[src/rtl/nand_fe_pkg.sv]
package nand_fe_pkg;

    typedef enum logic [1:0] {
        OP_READ  = 2'd0,
        OP_PROG  = 2'd1,
        OP_ERASE = 2'd2
    } op_kind_e;

    typedef enum logic [1:0] {
        PH_IDLE,
        PH_READ,
        PH_PROG,
        PH_ERASE
    } phase_e;

    localparam logic [7:0] CMD_RD_SETUP = 8'h00;
    localparam logic [7:0] CMD_RD_GO    = 8'h30;
    localparam logic [7:0] CMD_PG_SETUP = 8'h80;
    localparam logic [7:0] CMD_PG_GO    = 8'h10;
    localparam logic [7:0] CMD_ER_SETUP = 8'h60;
    localparam logic [7:0] CMD_ER_GO    = 8'hD0;
    localparam logic [7:0] CMD_RESET    = 8'hFF;

endpackage

[src/rtl/nand_fe_sync.sv]
module nand_fe_sync #(
    parameter int           N    = 4,
    parameter logic [N-1:0] IDLE = '0
) (
    input  logic         clk,
    input  logic         rst_n,
    input  logic [N-1:0] raw,
    output logic [N-1:0] lvl,
    output logic [N-1:0] rise,
    output logic [N-1:0] fall
);
    typedef struct packed {
        logic [N-1:0] s1;
        logic [N-1:0] s2;
        logic [N-1:0] s3;
    } sync_t;

    sync_t d, q;

    always_comb begin
        d.s1 = raw;
        d.s2 = q.s1;
        d.s3 = q.s2;
    end

    always_ff @(posedge clk or negedge rst_n) begin
        if (!rst_n) q <= '{s1: IDLE, s2: IDLE, s3: IDLE};
        else        q <= d;
    end

    assign lvl = q.s2;

    for (genvar i = 0; i < N; i++) begin : g_edge
        assign rise[i] =  q.s2[i] & ~q.s3[i];
        assign fall[i] = ~q.s2[i] &  q.s3[i];
    end

endmodule

[src/rtl/nand_fe_addr.sv]
module nand_fe_addr #(
    parameter int COL_W   = 12,
    parameter int ROW_W   = 17,
    parameter int COL_MAX = 2111
) (
    input  logic             clk,
    input  logic             rst_n,
    input  logic             load_idx,
    input  logic [2:0]       idx_val,
    input  logic             byte_we,
    input  logic [7:0]       byte_in,
    input  logic             col_inc,
    output logic [COL_W-1:0] col,
    output logic [ROW_W-1:0] row
);
    localparam logic [COL_W-1:0] COL_LAST    = COL_W'(COL_MAX);
    localparam logic [15:0]      COL_MASK    = 16'((32'd1 << COL_W) - 32'd1);
    localparam logic [23:0]      ROW_MASK    = 24'((32'd1 << ROW_W) - 32'd1);
    localparam logic [7:0]       COL_HI_MASK = COL_MASK[15:8];
    localparam logic [7:0]       ROW_HI_MASK = ROW_MASK[23:16];
    localparam logic [2:0]       IDX_DONE    = 3'd5;

    typedef struct packed {
        logic [15:0]      asm_col;
        logic [COL_W-1:0] col;
        logic [23:0]      row_raw;
        logic [2:0]       idx;
    } addr_t;

    addr_t d, q;

    function automatic logic [COL_W-1:0] clamp_col(input logic [15:0] v);
        if (v > 16'(COL_MAX)) return COL_LAST;
        return v[COL_W-1:0];
    endfunction

    always_comb begin
        d = q;
        if (load_idx) begin
            d.idx = idx_val;
        end else if (byte_we && q.idx < IDX_DONE) begin
            case (q.idx)
                3'd0:    d.asm_col[7:0]   = byte_in;
                3'd1:    d.asm_col[15:8]  = byte_in & COL_HI_MASK;
                3'd2:    d.row_raw[7:0]   = byte_in;
                3'd3:    d.row_raw[15:8]  = byte_in;
                default: d.row_raw[23:16] = byte_in & ROW_HI_MASK;
            endcase
            if (q.idx < 3'd2) d.col = clamp_col(d.asm_col);
            d.idx = q.idx + 3'd1;
        end
        if (col_inc && q.col < COL_LAST) d.col = q.col + 1'b1;
    end

    always_ff @(posedge clk or negedge rst_n) begin
        if (!rst_n) q <= '{asm_col: '0, col: '0, row_raw: '0, idx: IDX_DONE};
        else        q <= d;
    end

    assign col = q.col;
    assign row = q.row_raw[ROW_W-1:0];

    // the pointer never leaves the page
    a_r3_col_in_page: assert property (@(posedge clk) disable iff (!rst_n)
        q.col <= COL_LAST);

    // address byte index stays within the five-byte sequence
    a_r2_idx_bound: assert property (@(posedge clk) disable iff (!rst_n)
        q.idx <= IDX_DONE);

    // a step at the last column leaves it unchanged
    a_r4_saturate: assert property (@(posedge clk) disable iff (!rst_n)
        (col_inc && !byte_we && !load_idx && q.col == COL_LAST) |=> q.col == COL_LAST);

endmodule

[src/rtl/nand_fe_busy.sv]
module nand_fe_busy #(
    parameter int CNT_W = 16
) (
    input  logic             clk,
    input  logic             rst_n,
    input  logic             start,
    input  logic             abort,
    input  logic [CNT_W-1:0] len,
    output logic             busy
);
    typedef struct packed {
        logic [CNT_W-1:0] cnt;
    } busy_t;

    busy_t d, q;

    always_comb begin
        d = q;
        if (abort)              d.cnt = '0;
        else if (start)         d.cnt = len;
        else if (q.cnt != '0)   d.cnt = q.cnt - 1'b1;
    end

    always_ff @(posedge clk or negedge rst_n) begin
        if (!rst_n) q <= '{cnt: '0};
        else        q <= d;
    end

    assign busy = (q.cnt != '0);

    // an undisturbed countdown loses exactly one per clock
    a_r7_count_down: assert property (@(posedge clk) disable iff (!rst_n)
        (q.cnt != '0 && !start && !abort) |=> (q.cnt == $past(q.cnt - CNT_W'(1))));

    // the reset command empties the timer
    a_r10_abort_clears: assert property (@(posedge clk) disable iff (!rst_n)
        abort |=> !busy);

endmodule

[src/rtl/nand_fe_pagebuf.sv]
module nand_fe_pagebuf #(
    parameter int DEPTH = 64,
    parameter int AW    = $clog2(DEPTH)
) (
    input  logic          clk,
    input  logic          we,
    input  logic [AW-1:0] waddr,
    input  logic [7:0]    wdata,
    input  logic [AW-1:0] raddr,
    output logic [7:0]    rdata
);
    logic [7:0] mem_q [DEPTH];

    always_ff @(posedge clk) begin
        if (we) mem_q[waddr] <= wdata;
    end

    assign rdata = mem_q[raddr];

endmodule

[src/rtl/nand_fe_top.sv]
module nand_fe_top
    import nand_fe_pkg::*;
#(
    parameter int DATA_BYTES      = 2048,
    parameter int SPARE_BYTES     = 64,
    parameter int PAGES_PER_BLOCK = 64,
    parameter int BLOCKS          = 2048,
    parameter int BUF_DEPTH       = 64,
    parameter int CNT_W           = 16,
    parameter int ROW_W           = $clog2(PAGES_PER_BLOCK * BLOCKS)
) (
    input  logic             clk,
    input  logic             rst_n,
    input  logic             ce_n,
    input  logic             cle,
    input  logic             ale,
    input  logic             we_n,
    input  logic             re_n,
    input  logic             wp_n,
    input  logic [7:0]       io_in,
    input  logic [CNT_W-1:0] busy_len,
    output logic [7:0]       io_out,
    output logic             io_oe,
    output logic             rb,
    output logic             op_valid,
    output logic [1:0]       op_kind,
    output logic [ROW_W-1:0] op_row
);
    localparam int PAGE_BYTES = DATA_BYTES + SPARE_BYTES;
    localparam int COL_MAX    = PAGE_BYTES - 1;
    localparam int COL_W      = $clog2(PAGE_BYTES);
    localparam int BUF_AW     = $clog2(BUF_DEPTH);

    // strobe lanes: 0 write, 1 read, 2 command qualifier, 3 address qualifier
    logic [3:0] s_lvl, s_rise, s_fall;
    logic       unused_edges;

    nand_fe_sync #(.N(4), .IDLE(4'b0011)) u_sync (
        .clk  (clk),
        .rst_n(rst_n),
        .raw  ({ale, cle, re_n, we_n}),
        .lvl  (s_lvl),
        .rise (s_rise),
        .fall (s_fall)
    );

    assign unused_edges = ^{s_rise[3:1], s_fall[3:2], s_fall[0], s_lvl[0]};

    typedef struct packed {
        phase_e           phase;
        logic [7:0]       dout;
        logic             opv;
        op_kind_e         kind;
        logic [ROW_W-1:0] orow;
    } fe_t;

    fe_t d, q;

    logic             sel, busy, ready;
    logic             cmd_stb, addr_we, buf_we, rd_stb, col_inc;
    logic             load_idx, busy_start, busy_abort;
    logic [2:0]       idx_val;
    logic [COL_W-1:0] col;
    logic [ROW_W-1:0] row;
    logic [7:0]       rdata;

    assign sel     = ~ce_n;
    assign ready   = ~busy;
    assign cmd_stb = sel & s_rise[0] & s_lvl[2] & ~s_lvl[3];
    assign addr_we = sel & s_rise[0] & s_lvl[3] & ~s_lvl[2] & ready;
    assign buf_we  = sel & s_rise[0] & ~s_lvl[2] & ~s_lvl[3] & ready & (q.phase == PH_PROG);
    assign rd_stb  = sel & s_fall[1] & ready;
    assign col_inc = buf_we | rd_stb;

    always_comb begin
        d          = q;
        d.opv      = 1'b0;
        load_idx   = 1'b0;
        idx_val    = 3'd5;
        busy_start = 1'b0;
        busy_abort = 1'b0;

        if (cmd_stb && io_in == CMD_RESET) begin
            busy_abort = 1'b1;
            d.phase    = PH_IDLE;
            load_idx   = 1'b1;
        end else if (cmd_stb && ready) begin
            d.phase = PH_IDLE;
            case (io_in)
                CMD_RD_SETUP: begin
                    d.phase  = PH_READ;
                    load_idx = 1'b1;
                    idx_val  = 3'd0;
                end
                CMD_PG_SETUP: begin
                    d.phase  = PH_PROG;
                    load_idx = 1'b1;
                    idx_val  = 3'd0;
                end
                CMD_ER_SETUP: begin
                    d.phase  = PH_ERASE;
                    load_idx = 1'b1;
                    idx_val  = 3'd2;
                end
                CMD_RD_GO: begin
                    if (q.phase == PH_READ) begin
                        busy_start = 1'b1;
                        d.kind     = OP_READ;
                    end
                end
                CMD_PG_GO: begin
                    if (q.phase == PH_PROG && wp_n) begin
                        busy_start = 1'b1;
                        d.kind     = OP_PROG;
                    end
                end
                CMD_ER_GO: begin
                    if (q.phase == PH_ERASE && wp_n) begin
                        busy_start = 1'b1;
                        d.kind     = OP_ERASE;
                    end
                end
                default: ;
            endcase
            if (busy_start) begin
                d.opv  = 1'b1;
                d.orow = row;
            end
        end

        if (rd_stb) d.dout = rdata;
    end

    always_ff @(posedge clk or negedge rst_n) begin
        if (!rst_n) q <= '{phase: PH_IDLE, dout: '0, opv: 1'b0, kind: OP_READ, orow: '0};
        else        q <= d;
    end

    nand_fe_addr #(.COL_W(COL_W), .ROW_W(ROW_W), .COL_MAX(COL_MAX)) u_addr (
        .clk     (clk),
        .rst_n   (rst_n),
        .load_idx(load_idx),
        .idx_val (idx_val),
        .byte_we (addr_we),
        .byte_in (io_in),
        .col_inc (col_inc),
        .col     (col),
        .row     (row)
    );

    nand_fe_busy #(.CNT_W(CNT_W)) u_busy (
        .clk  (clk),
        .rst_n(rst_n),
        .start(busy_start),
        .abort(busy_abort),
        .len  (busy_len),
        .busy (busy)
    );

    nand_fe_pagebuf #(.DEPTH(BUF_DEPTH)) u_buf (
        .clk  (clk),
        .we   (buf_we),
        .waddr(col[BUF_AW-1:0]),
        .wdata(io_in),
        .raddr(col[BUF_AW-1:0]),
        .rdata(rdata)
    );

    assign io_out   = q.dout;
    assign io_oe    = sel & ~s_lvl[1];
    assign rb       = ready;
    assign op_valid = q.opv;
    assign op_kind  = q.kind;
    assign op_row   = q.orow;

    // an operation only starts from the ready state
    a_r1_op_when_ready: assert property (@(posedge clk) disable iff (!rst_n)
        op_valid |-> $past(ready));

    // program and erase starts require write protect released
    a_r8_wp_guards: assert property (@(posedge clk) disable iff (!rst_n)
        (op_valid && op_kind != 2'd0) |-> $past(wp_n));

    // a nonzero length makes the device busy alongside the start pulse
    a_r7_busy_with_op: assert property (@(posedge clk) disable iff (!rst_n)
        (op_valid && $past(busy_len) != '0) |-> !rb);

endmodule

[config.mk]
export PLATFORM = sky130hd
export DESIGN_NAME = nand_fe_top
export DESIGN_NICKNAME = d
export VERILOG_FILES = /design/src/rtl/nand_fe_pkg.sv /design/src/rtl/nand_fe_sync.sv /design/src/rtl/nand_fe_addr.sv /design/src/rtl/nand_fe_busy.sv /design/src/rtl/nand_fe_pagebuf.sv /design/src/rtl/nand_fe_top.sv
export SDC_FILE = /design/constraint.sdc
export NUM_CORES = 1
export LEC_CHECK = 0
export BUFFER_PORTS_ARGS = -buffer_cell sky130_fd_sc_hd__buf_2
export CAP_MARGIN = 10
export CORE_ASPECT_RATIO = 0.8
export CORE_MARGIN = 2
export CORE_UTILIZATION = 25
export CTS_BUF_LIST = sky130_fd_sc_hd__clkbuf_4 sky130_fd_sc_hd__clkbuf_8
export DETAILED_ROUTE_END_ITERATION = 12
export PLACE_DENSITY = 0.48
export SLEW_MARGIN = 20
export SYNTH_ARGS = -nofsm -noshare
export SYNTH_HDL_FRONTEND = slang
export SYNTH_SLANG_ARGS = --single-unit
[constraint.sdc]
create_clock -name clk -period 2.4 [get_ports clk]
set_input_delay 0.12 -clock clk [delete_from_list [all_inputs] [get_ports clk]]
set_output_delay 0.12 -clock clk [all_outputs]
set_load 0.02 [all_outputs]
**After elaboration in Yosys (flattened, before gate mapping)**

Memory sizes are Yosys's and may differ from the RTL's. A register that Yosys moved wholly into a read port is not among the register bits.
Index checks and enable logic that the tools add are counted.

- Flip-flop bits (word level): 96
- Bits in writable memories: 512
- Input port bits: 32
- Output and inout bits: 30
- Word-level logic and storage cells: 140
- Memories: 1

Memories:

| name | words | width | read ports | clocked after memory_dff | wr ports | RTL line | RTL |
|---|---|---|---|---|---|---|---|
| u_buf.mem_q | 64 | 8 | 1 | 1 | 1 | nand_fe_pagebuf.sv:12 | `logic [7:0] mem_q [DEPTH];` |

- $add $sub $neg: 3
- $lt $le $gt $ge: 4
- Eq/ne operators: 16
- Multiplexer cells: 51
- Bitwise gates (word level): 25
- Reduce and logical (&&, ||, !) cells: 26

Operator list:

| cell | count |
|---|---|
| 8-bit two-way mux | 8 |
| 12-bit two-way mux | 4 |
| 16-bit two-way mux | 3 |
| 20-bit two-way mux | 2 |
| 39-bit two-way mux | 1 |
| 36-bit two-way mux | 1 |
| 8-bit == test (second input constant) | 3 |
| 1-bit two-way mux | 19 |
| 17-bit two-way mux | 1 |
| 16-bit by 12-bit greater-than comparator with 1-bit output (second input constant) | 1 |
| 16-bit nonzero test | 1 |
| 16-bit by 1-bit subtractor with 16-bit output (second input constant) | 1 |
| 1-bit AND | 15 |
| 3-bit AND reduction | 5 |
| 12-bit by 1-bit adder with 12-bit output (second input constant) | 1 |
| 12-bit less-than comparator (second input constant) | 1 |
| 2-bit one-hot mux with 3 select lines | 2 |
| 2-bit two-way mux | 5 |
| 3-bit two-way mux | 3 |
| 1-bit NOT | 9 |
| 8-bit by 5-bit == test with 1-bit output (second input constant) | 1 |
| 8-bit by 6-bit == test with 1-bit output (second input constant) | 1 |
| 8-bit by 7-bit == test with 1-bit output (second input constant) | 1 |
| 8-bit logical NOT | 1 |
| 22 further kinds | 35 |

**Logic depth before layout (Yosys ltp)**

Gate-level depths: netlist (run 1).

- Word-level depth: 19
- Mapped depth: 10
- Mapped depth without buffers: 8

**Modules after synthesis**

From an unflattened synthesis (run 1), not the netlist that was laid out.

- Cell total of the unflattened synthesis: 1,451
- Area total of the unflattened synthesis: 25,720.9 um2

By module, submodules not included:

| module | instances | cells each | area an instance (um2) | seq. area each (um2) |
|---|---|---|---|---|
| nand_fe_pagebuf | 1 | 932 | 20,006.7 | 15,374.7 |
| nand_fe_addr | 1 | 248 | 2,681.3 | 1,203.7 |
| nand_fe_top | 1 | 135 | 1,654.1 | 750.7 |
| nand_fe_busy | 1 | 112 | 991.0 | 400.4 |
| nand_fe_sync | 1 | 24 | 387.9 | 307.8 |

**Worst setup path before layout (run 1)**

No wires, ideal clock.

- Kind: register to register
- Start point: register u_busy.q[0] in the netlist's numbering
- End point: memory u_buf.mem_q[27][0], enable pin
- Arrival: 2,262 ps
- Required time: 2,029 ps
- Path slack: -233 ps
- Cell stages (with the launch flop): 9
- Path buffers: 0
- Period minus slack after synthesis: 2,633 ps
- Cells stage by stage: dfrtp_1 > inv_1 > ha_1 > nor3b_1 > and4_1 > nand2_2 > nor2_1 > nand3_1 > nor2_1

- Longest elaborated chain between the ends: 6

RTL lines:

| what | RTL line | RTL |
|---|---|---|
| from (decl) | nand_fe_busy.sv:15 | `busy_t d, q;` |
| from (signal assigned) | nand_fe_busy.sv:25 | `if (!rst_n) q <= '{cnt: '0};` |
| 16-bit nonzero test | nand_fe_busy.sv:29 | `assign busy = (q.cnt != '0);` |
| 1-bit NOT | nand_fe_top.sv:68 | `assign ready = ~busy;` |
| 1-bit AND (2 in series) | nand_fe_top.sv:71 | `assign buf_we = sel & s_rise[0] & ~s_lvl[2] & ~s_lvl[3] & ready & (q.phase == PH_PROG);` |
| 1-bit two-way mux | nand_fe_pagebuf.sv:15 | `if (we) mem_q[waddr] <= wdata;` |
| 1-bit two-way mux (implied by the code) | nand_fe_pagebuf.sv:15 |  |
| to (decl) | nand_fe_pagebuf.sv:12 |  |

Every way passes these cells.

==> key figures, run 1 <==
Worst setup path
  – Reg-to-Reg Start: u_addr.col[0]
  – CP arrival: 3.16 ns
  – Reg2reg setup slack: -0.13 ns
  – Worst r2r dst: io_out[7]
  – FF-to-FF path depth: 8
  – Critical-path maximum fanout: 7
  – Required time of the critical path: 3.02 ns
  – Startpoint Class: register
  – Crit end category: register
  – Crit Path Class: register to register

Route
  – Vias/cell: 4.76
  – Initial drt markers: 1641
  – Pre-antenna DRT Iters: 5
  – DR WL met3: 6940 µm
  – Met2 Routed Length: 35500 µm
  – M1 WL: 36900 µm
  – Residual DRC count: 0
  – Routed wire per std cell: 23.6 µm
  – Vias: 16.3k
  – Uppermost layer routed: met5
  – Final WL: 81100 µm
  – Post-route ant nets: 0

Power
  – Max VDD drop: 510 µV
  – Internal: 22.1 mW
  – PwrDens: 950 nW/µm²
  – Combinational fraction of design power: 0.320
  – Net load switching power: 10.4 mW
  – Static Leakage: 12.1 nW
  – Sequential Power Share: 0.380
  – Switching share of power: 0.321
  – Final Power: 32.5 mW
  – Clock power share: 0.300

Timing
  – Clock skew: 0.0443 ns
  – Final hold violation count: 0
  – Setup TNS: -0.630 ns
  – Final setup vio count: 14
  – Hold WS: 0.100 ns
  – Final WS setup: -0.131 ns
  – Final Critical Period: 2.53 ns
  – Rel. slew slack: 0.415
  – RSZ-0062 raised after global routing: true
  – Final Cycle Share: 1.05
  – Pins Over Slew Limit: 0
  – Worst-Margin Slew: 0.877 ns
  – FMAX: 395 MHz

Synth
  – Asr flop ratio synth: 0.169
  – Post-Syn Instances: 1566
  – Synth Net Count: 1606
  – Mapped Avg Cell Area: 16.2 µm²
  – Synth cell types: 78
  – Post-synth top area cell: edfxtp_1
  – Synth cell count leaders: edfxtp_1, nor2_1, dfrtp_1, mux2_2, mux4_2
  – YS warnings: 0
  – Top cells by area, synth: edfxtp_1, dfrtp_1, mux4_2
  – Dominant synthesized flop cell: edfxtp_1
  – Netlist Area Pre-Place: 25300 µm²
  – Count leader, synth: edfxtp_1
  – Synth top area share: 0.607
  – Seq/Total Area, Yosys: 0.710
  – Number of synthesized flops with an enable pin: 512
  – Synth Register Bits: 616

GRT
  – Largest net degree at the start of global routing: 69
  – Vias in the first global route: 16.4k
  – First-pass GRT wire length: 115000 µm
  – Grt total ovfl: 0
  – Overall Global Routing Usage: 0.153
  – Initial antenna violation count: 5

Run status
  – Outcome: finished with violations
  – Failing checks: negative setup slack

Place
  – GP Congestion: 0.856
  – Dpl cells: 3149
  – Placed inst area: 30300 µm²
  – Buffers on Ports: 61
  – Worst slack at placement: -0.326 ns
  – Post-DP HPWL: 54200 µm

Finish
  – Final cell count without fillers: 3433
  – Share of cells above drive strength 1: 0.442
  – Fin nets: 2061
  – P&R area growth vs syn: 35.0%
  – Layout Cell Area excl Fill: 34200 µm²
  – Fin util: 0.340

Die
  – Row Count: 104
  – Starting Density: 0.252
  – Core Region: 100000 µm²
  – IO Pins: 62
  – Die span in x: 360 µm
  – Die Span Y: 289 µm
  – DIE AREA: 104000 µm²

Clocking
  – CTS buffer count: 104
  – Worst skew pair latency: 0.75 ns
  – Clk buf depth: 3
  – Clk sinks: 616
  – CTS tree: built
  – H-tree depth: 3
  – Clock root buffer: clkbuf_8
  – Clock Pin Slew Worst Setup and Hold Paths: 0.06 ns

Hold path
  – WHS Path Cells: 3
  – Hold Path Sink: u_addr.q[43]
  – Min-delay src: io_in[4]
  – HP Class: primary input to register

Flow run
  – # Max-Cap Violations: 0
registers in the layout, summed over array words and instances (netlist names):
name and flops:
io_out 8, op_valid 1, u_addr.q 19, op_row 17
u_sync.d 4, q 2, u_addr.col 12, u_buf.mem_q 512
u_addr.row 17, u_sync.q 2, op_kind 2, u_sync.lvl 4
u_busy.q 16
placed cells by master (no fill, tap or decap), types with 21 or more instances in the layout:
master	count
buf_2	59
nor2_2	33
clkbuf_8	114
dlygate4sd3_1	36
buf_12	82
buf_6	21
mux2_2	68
mux4_2	63
buf_4	260
a21oi_1	34
edfxtp_1	512
a22oi_1	41
nor2_4	38
clkbuf_4	35
nand2_1	58
nor2_1	67
mux2i_1	38
dfrtp_1	92
o21ai_0	21
area by class of cell:
type                       count  area, µm²
multi-input combinational    818       7610
timing repair buffer         466       4680
fill                        9708      66300
sequential                   616      18000
tap                         1325       1660
clock buffer                 149       1830
inverter                      15       68.8
antenna                        3       7.51
clock inverter                41        333
per-layer routing:
layer / global-route usage / vias up
met1: 0.218 / 8454
met3: 0.0441 / 116
met5: 0 / -
met2: 0.225 / 609
li1: - / 7155
met4: 0.0428 / 6
worst max-delay path, cell delays in order, from the launching register on:
cell	delay (ns)
dfrtp_4	0.57
buf_12	0.15
buf_16	0.13
mux4_2	0.56
a221oi_4	0.38
nor2_2	0.09
a2111oi_4	0.24
buf_4	0.21
a31oi_1	0.09
timing repair:
action | in CTS | in global routing
pin swaps | 17 | 40
endpoints found under the hold margin | 155 | 0
endpoints found under the setup margin | 546 | 184
hold buffers | 37 | 0
setup buffers | 25 | 26
gates resized for setup | 75 | 97
gates cloned | 4 | 2
worst max path at each step:
stage | slack (ns) | cells past startpoint | startpoint | endpoint
2_1_floorplan | -0.11 | 8 | u_busy.q[0] | u_buf.mem_q[33][0]
3_3_place_gp | -0.30 | 11 | u_addr.col[0] | io_out[2]
3_5_place_dp | -0.33 | 11 | u_addr.col[0] | io_out[2]
4_1_cts | -0.19 | 8 | u_addr.col[0] | io_out[7]
5_1_grt | -0.20 | 8 | u_addr.col[0] | io_out[7]
6_report | -0.13 | 8 | u_addr.col[0] | io_out[7]
power by group through the flow:
stage                     Combinational, mW  Sequential [mW]  Clock (mW)
after detailed placement               8.80             12.5           0
final                                  10.4             12.3        9.75
after global routing                   10.9             12.4        10.5
after floorplan                        4.61             12.3           0
after global placement                 8.79             12.5           0
after CTS                              9.85             12.3        10.0
logic make-up (layout without fill, tap and decap cells):
| logic type | count (synthesis) | after routing | synth area share |
|---|---|---|---|
| flip-flops | 616 | 616 | 0.710 |
| AND/OR/NAND/NOR | 334 | 334 | 0.0651 |
| AO/OA/AOI/OAI | 274 | 274 | 0.0790 |
| multiplexers | 187 | 187 | 0.110 |
| buffers and inverters | 132 | 671 | 0.0268 |
| XOR/XNOR | 15 | 15 | 0.00519 |
| adder cells (fa/ha/maj) | 8 | 8 | 0.00395 |
| other | 0 | 3 | 0 |
No activity file was read; power rests on OpenSTA's default activity.
==> inputs of run 2 (changes only) <==
--- a/config.mk
+++ b/config.mk
@@ -12,6 +12,7 @@
 export CORE_UTILIZATION = 25
 export CTS_BUF_LIST = sky130_fd_sc_hd__clkbuf_4 sky130_fd_sc_hd__clkbuf_8
 export DETAILED_ROUTE_END_ITERATION = 12
+export MAX_ROUTING_LAYER = met4
 export PLACE_DENSITY = 0.48
 export SLEW_MARGIN = 20
 export SYNTH_ARGS = -nofsm -noshare
==> run 2 against run 1 <==
- the run still ends with negative setup slack left
- sequential share of layout area shrank 0.13 points
- wire length grew 0.32%
- combinational power barely moved
- utilization up 0.081 points
- maximum frequency down 1.2%
- critical endpoint unchanged
- highest routed layer is now met4
==> key figures, run 2 (same netlist as run 1, synthesis figures left out) <==
Finish
  – Commonest non-fill, non-tap cell in the layout: edfxtp_1 (unchanged)
  – P&R area growth vs syn: 35.3% (was 35.0%)
  – Largest register FFs: 512 (unchanged)
  – Final cell count without fillers: 3433 (unchanged)
  – Filler cells: 9703 (was 9708)
  – Share of cells above drive strength 1: 0.446 (was 0.442)
  – Register name with the most flops: u_buf.mem_q (unchanged)
  – Regs by FF count: u_buf.mem_q x512, u_addr.q x19 (unchanged)
  – Most frequent cells in the layout: edfxtp_1, buf_4, clkbuf_8, dfrtp_1, buf_12 (unchanged)
  – Fin nets: 2060 (was 2061)
  – Layout Cell Area excl Fill: 34300 µm² (was 34200 µm²)

Hold path
  – Hold Path Sink: u_addr.q[43] (unchanged)
  – Min-delay src: io_in[4] (unchanged)
  – WHS Path Cells: 3 (unchanged)
  – HP Class: primary input to register (unchanged)

Clocking
  – Clk sinks: 616 (unchanged)
  – Clock root buffer: clkbuf_8 (unchanged)
  – Clock Pin Slew Worst Setup and Hold Paths: 0.06 ns (about the same)
  – Clk buf depth: 3 (unchanged)
  – H-tree depth: 3 (unchanged)
  – CTS tree: built (unchanged)
  – CTS buffer count: 104 (unchanged)
  – Worst skew pair latency: 0.75 ns (about the same)

Power
  – Static Leakage: 12.1 nW (about the same)
  – PwrDens: 949 nW/µm² (was 950 nW/µm²)
  – Final Power: 32.5 mW (about the same)
  – Max VDD drop: 510 µV (about the same)

Worst setup path
  – Reg2reg setup slack: -0.16 ns (was -0.13 ns)
  – Worst r2r dst: io_out[7] (unchanged)
  – Critical Path Start: u_addr.col[0] (unchanged)
  – Required time of the critical path: 3.03 ns (was 3.02 ns)
  – Crit Path Class: register to register (unchanged)
  – Startpoint Class: register (unchanged)
  – Reg-to-Reg Start: u_addr.col[0] (unchanged)
  – Crit end category: register (unchanged)
  – FF-to-FF path depth: 8 (unchanged)
  – CP arrival: 3.19 ns (was 3.16 ns)
  – Critical-path maximum fanout: 7 (unchanged)

Flow run
  – # Max-Cap Violations: 0 (unchanged)

Route
  – Vias/cell: 4.76 (about the same)
  – Vias: 16.4k (was 16.3k)
  – Residual DRC count: 0 (unchanged)
  – Final WL: 81300 µm (was 81100 µm)
  – Post-route ant nets: 0 (unchanged)
  – Initial drt markers: 1615 (was 1641)
  – Routed wire per std cell: 23.7 µm (was 23.6 µm)
  – Pre-antenna DRT Iters: 5 (unchanged)

GRT
  – Initial antenna violation count: 4 (was 5)
  – Vias in the first global route: 16.4k (about the same)
  – Grt total ovfl: 0 (unchanged)
  – First-pass GRT wire length: 115000 µm (about the same)
  – Largest net degree at the start of global routing: 69 (unchanged)
  – Overall Global Routing Usage: 0.157 (was 0.153)

Die
  – DIE AREA: 104000 µm² (unchanged)
  – Die Span Y: 289 µm (unchanged)
  – Starting Density: 0.252 (unchanged)
  – IO Pins: 62 (unchanged)
  – Die span in x: 360 µm (unchanged)
  – Core Region: 100000 µm² (unchanged)
  – Row Count: 104 (unchanged)

Timing
  – Final Critical Period: 2.56 ns (was 2.53 ns)
  – FMAX: 391 MHz (was 395 MHz)
  – Final hold violation count: 0 (unchanged)
  – Final Cycle Share: 1.07 (was 1.05)
  – Clock skew: 0.0473 ns (was 0.0443 ns)
  – Worst-Margin Slew: 0.882 ns (was 0.877 ns)
  – Rel. slew slack: 0.412 (was 0.415)
  – Final setup vio count: 14 (unchanged)
  – Pins Over Slew Limit: 0 (unchanged)
  – Final WS setup: -0.160 ns (was -0.131 ns)
  – RSZ-0062 raised after global routing: true (unchanged)

Place
  – Post-DP HPWL: 54200 µm (unchanged)
  – Dpl cells: 3149 (unchanged)
  – Placed inst area: 30300 µm² (unchanged)
  – Buffers on Ports: 61 (unchanged)
  – GP Congestion: 0.871 (was 0.856)

Run status
  – Failing checks: negative setup slack (unchanged)
  – Outcome: finished with violations (unchanged)
run 2: what timing repair did:
| action | in CTS | in global routing |
|---|---|---|
| buffers inserted | 25 | 24 |
| setup endpoints to repair | 546 | 196 |
| resized for setup | 75 | 113 |
| hold buffers | 37 | 0 |
| endpoints found under the hold margin | 155 | 0 |
| cloned | 4 | 3 |
| pin swaps | 17 | 40 |
run 2: metal layers:
layer / part of all wire / global-route usage
met5: 0 / -
met3: 0.075 / 0.0424
met2: 0.44 / 0.224
met4: 0.020 / 0.0411
met1: 0.47 / 0.220
run 2: worst max-delay path by stage:
stage,to,slack (ns),depth (start not counted)
finish,io_out[7],-0.16,8
global route,io_out[7],-0.20,8
CTS,io_out[7],-0.19,8
detailed placement,io_out[2],-0.33,11
global placement,io_out[2],-0.30,11
floorplan,u_buf.mem_q[33][0],-0.11,8
run 2: through the flow:
step / TNS [ns] / utilization / setup WS (ns) / hold WS (ns)
finish: -0.719 / 0.341 / -0.160 / 0.0972
global route: -3.17 / 0.341 / -0.199 / 0.00993
global placement: -14.97 / 0.302 / -0.302 / 0.0612
CTS: -1.29 / 0.333 / -0.186 / 0.00853
detailed placement: -26.77 / 0.302 / -0.326 / 0.0708
floorplan: -23.75 / - / -0.115 / -0.176
run 2: final cells by class:
cell class	instances	area, µm²	share of cell area
antenna	4	10.0	0.000292
multi-input combinational	818	7670	0.224
timing repair buffer	465	4700	0.137
clock buffer	149	1830	0.0535
clock inverter	41	333	0.00971
inverter	15	68.8	0.00201
sequential	616	18000	0.525
tap	1325	1660	0.0484
run 2: worst max-delay path: stages, from the launching register on:
cell	delay (ns)
dfrtp_4	0.57
buf_12	0.15
buf_16	0.13
mux4_2	0.56
a221oi_4	0.38
nor2_2	0.09
a2111oi_4	0.24
buf_4	0.22
a31oi_1	0.09
run 2: report_power, final:
part           switching, mW  internal [mW]
logic                   5.60           4.83
clock network           4.41           5.36
registers              0.444           11.9
total                   10.5           22.1
==> inputs of run 3 (changes only) <==
--- a/config.mk
+++ b/config.mk
@@ -7,13 +7,15 @@
 export LEC_CHECK = 0
 export BUFFER_PORTS_ARGS = -buffer_cell sky130_fd_sc_hd__buf_2
 export CAP_MARGIN = 10
+export CELL_PAD_IN_SITES_DETAIL_PLACEMENT = 2
+export CELL_PAD_IN_SITES_GLOBAL_PLACEMENT = 2
 export CORE_ASPECT_RATIO = 0.8
 export CORE_MARGIN = 2
 export CORE_UTILIZATION = 25
 export CTS_BUF_LIST = sky130_fd_sc_hd__clkbuf_4 sky130_fd_sc_hd__clkbuf_8
 export DETAILED_ROUTE_END_ITERATION = 12
 export MAX_ROUTING_LAYER = met4
-export PLACE_DENSITY = 0.48
+export PLACE_DENSITY = 0.57
 export SLEW_MARGIN = 20
 export SYNTH_ARGS = -nofsm -noshare
 export SYNTH_HDL_FRONTEND = slang
==> run 3 against run 2 <==
- the run still ends with negative setup slack left
- worst setup slack improved by 0.067 ns
- clock skew shrank 0.0058 ns
- sequential power about the same
- flip-flop and latch count unchanged
- register-to-register slack gained 0.07 ns
- total power rose by 2.4%
- combinational power is essentially flat
- worst hold slack better by 0.066 ns
- design area grew 1.3%
- utilization is 0.43 points higher
- maximum frequency grew 2.7%
- clock power rose by 5%
- largest cell class unchanged
- highest routed layer unchanged
==> key figures, run 3 (same netlist as run 1, synthesis figures left out) <==
Run status
  – Outcome: finished with violations (unchanged)
  – Failing checks: negative setup slack (unchanged)

Power
  – Combinational fraction of design power: 0.320 (was 0.321)
  – Switching share of power: 0.326 (was 0.321)
  – Clock power share: 0.308 (was 0.300)
  – Sequential Power Share: 0.372 (was 0.379)
  – PwrDens: 960 nW/µm² (was 949 nW/µm²)
  – Max VDD drop: 419 µV (was 510 µV)
  – Static Leakage: 12.2 nW (was 12.1 nW)
  – Final Power: 33.3 mW (was 32.5 mW)
  – Net load switching power: 10.9 mW (was 10.5 mW)
  – Internal: 22.5 mW (was 22.1 mW)

Finish
  – Fin nets: 2057 (was 2060)
  – Commonest non-fill, non-tap cell in the layout: edfxtp_1 (unchanged)
  – Register name with the most flops: u_buf.mem_q (unchanged)
  – Largest register FFs: 512 (unchanged)
  – Most frequent cells in the layout: edfxtp_1, buf_4, clkbuf_8, buf_12, dfrtp_1 (was edfxtp_1, buf_4, clkbuf_8, dfrtp_1, buf_12)
  – Fin util: 0.345 (was 0.341)
  – Regs by FF count: u_buf.mem_q x512, u_addr.q x19 (unchanged)
  – Share of cells above drive strength 1: 0.439 (was 0.446)
  – P&R area growth vs syn: 37.0% (was 35.3%)

Worst setup path
  – Startpoint Class: register (unchanged)
  – CP Cell Sequence: buf_12 > buf_12 > buf_6 > mux2_2 > a221o_1 > a22oi_2 > o2111ai_1 > nor3_1 > a31oi_1 (was buf_12 > buf_16 > mux4_2 > a221oi_4 > nor2_2 > a2111oi_4 > buf_4 > a31oi_1)
  – Crit end category: register (unchanged)
  – Slowest library cell on the worst path: dfrtp_4 (unchanged)
  – CP arrival: 3.10 ns (was 3.19 ns)
  – Cell mode on critical path: buf_12
  – Critical Path Start: u_addr.col[0] (unchanged)
  – CP max stage delay: 0.50 ns (was 0.57 ns)
  – Reg-to-Reg Start: u_addr.col[0] (unchanged)
  – Crit Path Class: register to register (unchanged)
  – Required time of the critical path: 3.00 ns (was 3.03 ns)
  – Critical-path maximum fanout: 8 (was 7)

Die
  – Die span in x: 360 µm (unchanged)
  – Die Span Y: 289 µm (unchanged)
  – Core Region: 100000 µm² (unchanged)
  – IO Pins: 62 (unchanged)
  – Row Count: 104 (unchanged)
  – Starting Density: 0.252 (unchanged)
  – DIE AREA: 104000 µm² (unchanged)

Clocking
  – Clock Pin Slew Worst Setup and Hold Paths: 0.06 ns (about the same)
  – Clk sinks: 616 (unchanged)
  – Worst skew pair latency: 0.74 ns (was 0.75 ns)
  – CTS buffer count: 106 (was 104)
  – Clock root buffer: clkbuf_8 (unchanged)
  – CTS tree: built (unchanged)
  – H-tree depth: 3 (unchanged)
  – Clk buf depth: 3 (unchanged)

GRT
  – Initial antenna violation count: 4 (unchanged)
  – Grt total ovfl: 0 (unchanged)
  – Vias in the first global route: 18.1k (was 16.4k)
  – Overall Global Routing Usage: 0.179 (was 0.157)
  – Largest net degree at the start of global routing: 67 (was 69)
  – First-pass GRT wire length: 131000 µm (was 115000 µm)

Place
  – Buffers on Ports: 61 (unchanged)
  – GP Congestion: 0.867 (was 0.871)
  – Post-DP HPWL: 62000 µm (was 54200 µm)

Hold path
  – HP Class: primary input to register (unchanged)
  – Min-delay src: busy_len[6] (was io_in[4])

Timing
  – Final WS setup: -0.0934 ns (was -0.160 ns)
  – Final hold violation count: 0 (unchanged)
  – Pins Over Slew Limit: 0 (unchanged)
  – Rel. slew slack: 0.353 (was 0.412)
  – Setup TNS: -8.26 ns (was -0.719 ns)
  – Final Cycle Share: 1.04 (was 1.07)
  – Clock skew: 0.0414 ns (was 0.0473 ns)
  – Final setup vio count: 230 (was 14)
  – Worst-Margin Slew: 0.971 ns (was 0.882 ns)
  – FMAX: 401 MHz (was 391 MHz)
  – Final Critical Period: 2.49 ns (was 2.56 ns)
  – RSZ-0062 raised after global routing: true (unchanged)

Route
  – Final WL: 91400 µm (was 81300 µm)
  – Vias/cell: 4.84 (was 4.76)
  – Residual DRC count: 0 (unchanged)
  – Pre-antenna DRT Iters: 5 (unchanged)
  – Vias: 16.6k (was 16.4k)
  – Routed wire per std cell: 26.6 µm (was 23.7 µm)
  – Post-route ant nets: 0 (unchanged)
  – Initial drt markers: 1160 (was 1615)

Flow run
  – # Max-Cap Violations: 0 (unchanged)
[run 3: cell types whose count changed in the layout (fill, tap and decap cells not counted), moves of 5 or more]
cell      delta
nor2_2      -26
buf_4       -39
a22oi_1      +5
clkinv_2     -6
mux2_4      -12
clkinv_1    +10
clkbuf_4     -6
nor2_4      +26
buf_12      +11
mux2_1      +11
a22oi_2      -5
buf_6       +20
[run 3: path summary, 6_finish.rpt]
kind,end,depth (start not counted),slack (ns)
max in group asynchronous,u_addr.row[1],5,1.47
setup reg to reg,io_out[1],9,-0.09
min in group asynchronous,u_sync.q[1],3,0.47
hold / removal,u_busy.q[6],4,0.16
hold reg to reg,u_sync.lvl[1],0,0.36
setup / recovery,io_out[1],9,-0.09
[run 3: layer usage]
metal,GRT usage,routed length (µm),part of all wire
met1,0.240,42200,0.46
met2,0.275,42600,0.47
met3,0.0377,4590,0.050
met4,0.0511,2010,0.022
met5,-,0,0
[run 3: per-stage QoR]
stage	cell area, µm²	cells	setup WS (ns)	hold slack [ns]
2_1_floorplan	25700	1566	-0.115	-0.176
6_report	34700	3429	-0.0934	0.163
4_1_cts	33900	3412	-0.141	0.0840
3_5_place_dp	30400	3143	-0.613	0.180
5_1_grt	34700	3429	-0.172	0.170
3_3_place_gp	30400	3143	-0.540	0.157
[run 3: worst max-delay path, delay by kind of cell, from the launching register on]
| kind | cells | cell delay, ns |
|---|---|---|
| mux | 1 | 0.26 |
| flops | 1 | 0.50 |
| compound gates | 4 | 0.95 |
| buf+inv | 3 | 0.43 |
| simple gates | 1 | 0.20 |
[run 3: power groups by stage]
stage | combinational, mW | sequential [mW] | clock, mW
after floorplan | 4.61 | 12.3 | 0
after global placement | 8.73 | 12.6 | 0
after detailed placement | 8.91 | 12.6 | 0
after CTS | 10.2 | 12.4 | 10.6
after global routing | 11.2 | 12.4 | 11.0
final | 10.7 | 12.4 | 10.3
[run 3: final cells by class]
class,instances,area [µm²]
inverter,15,65.1
tap,1325,1660
clock inverter,50,457
multi-input combinational,818,7840
clock buffer,143,1790
timing repair buffer,460,4890
antenna,2,5.00
fill,10063,65800
sequential,616,18000
[run 3: what timing repair did]
action,CTS,global route
hold buffers,38,0
resized for setup,123,126
hold endpoints to repair,151,0
cloned,2,0
setup endpoints to repair,580,492
pin swaps,40,87
setup buffers,36,15
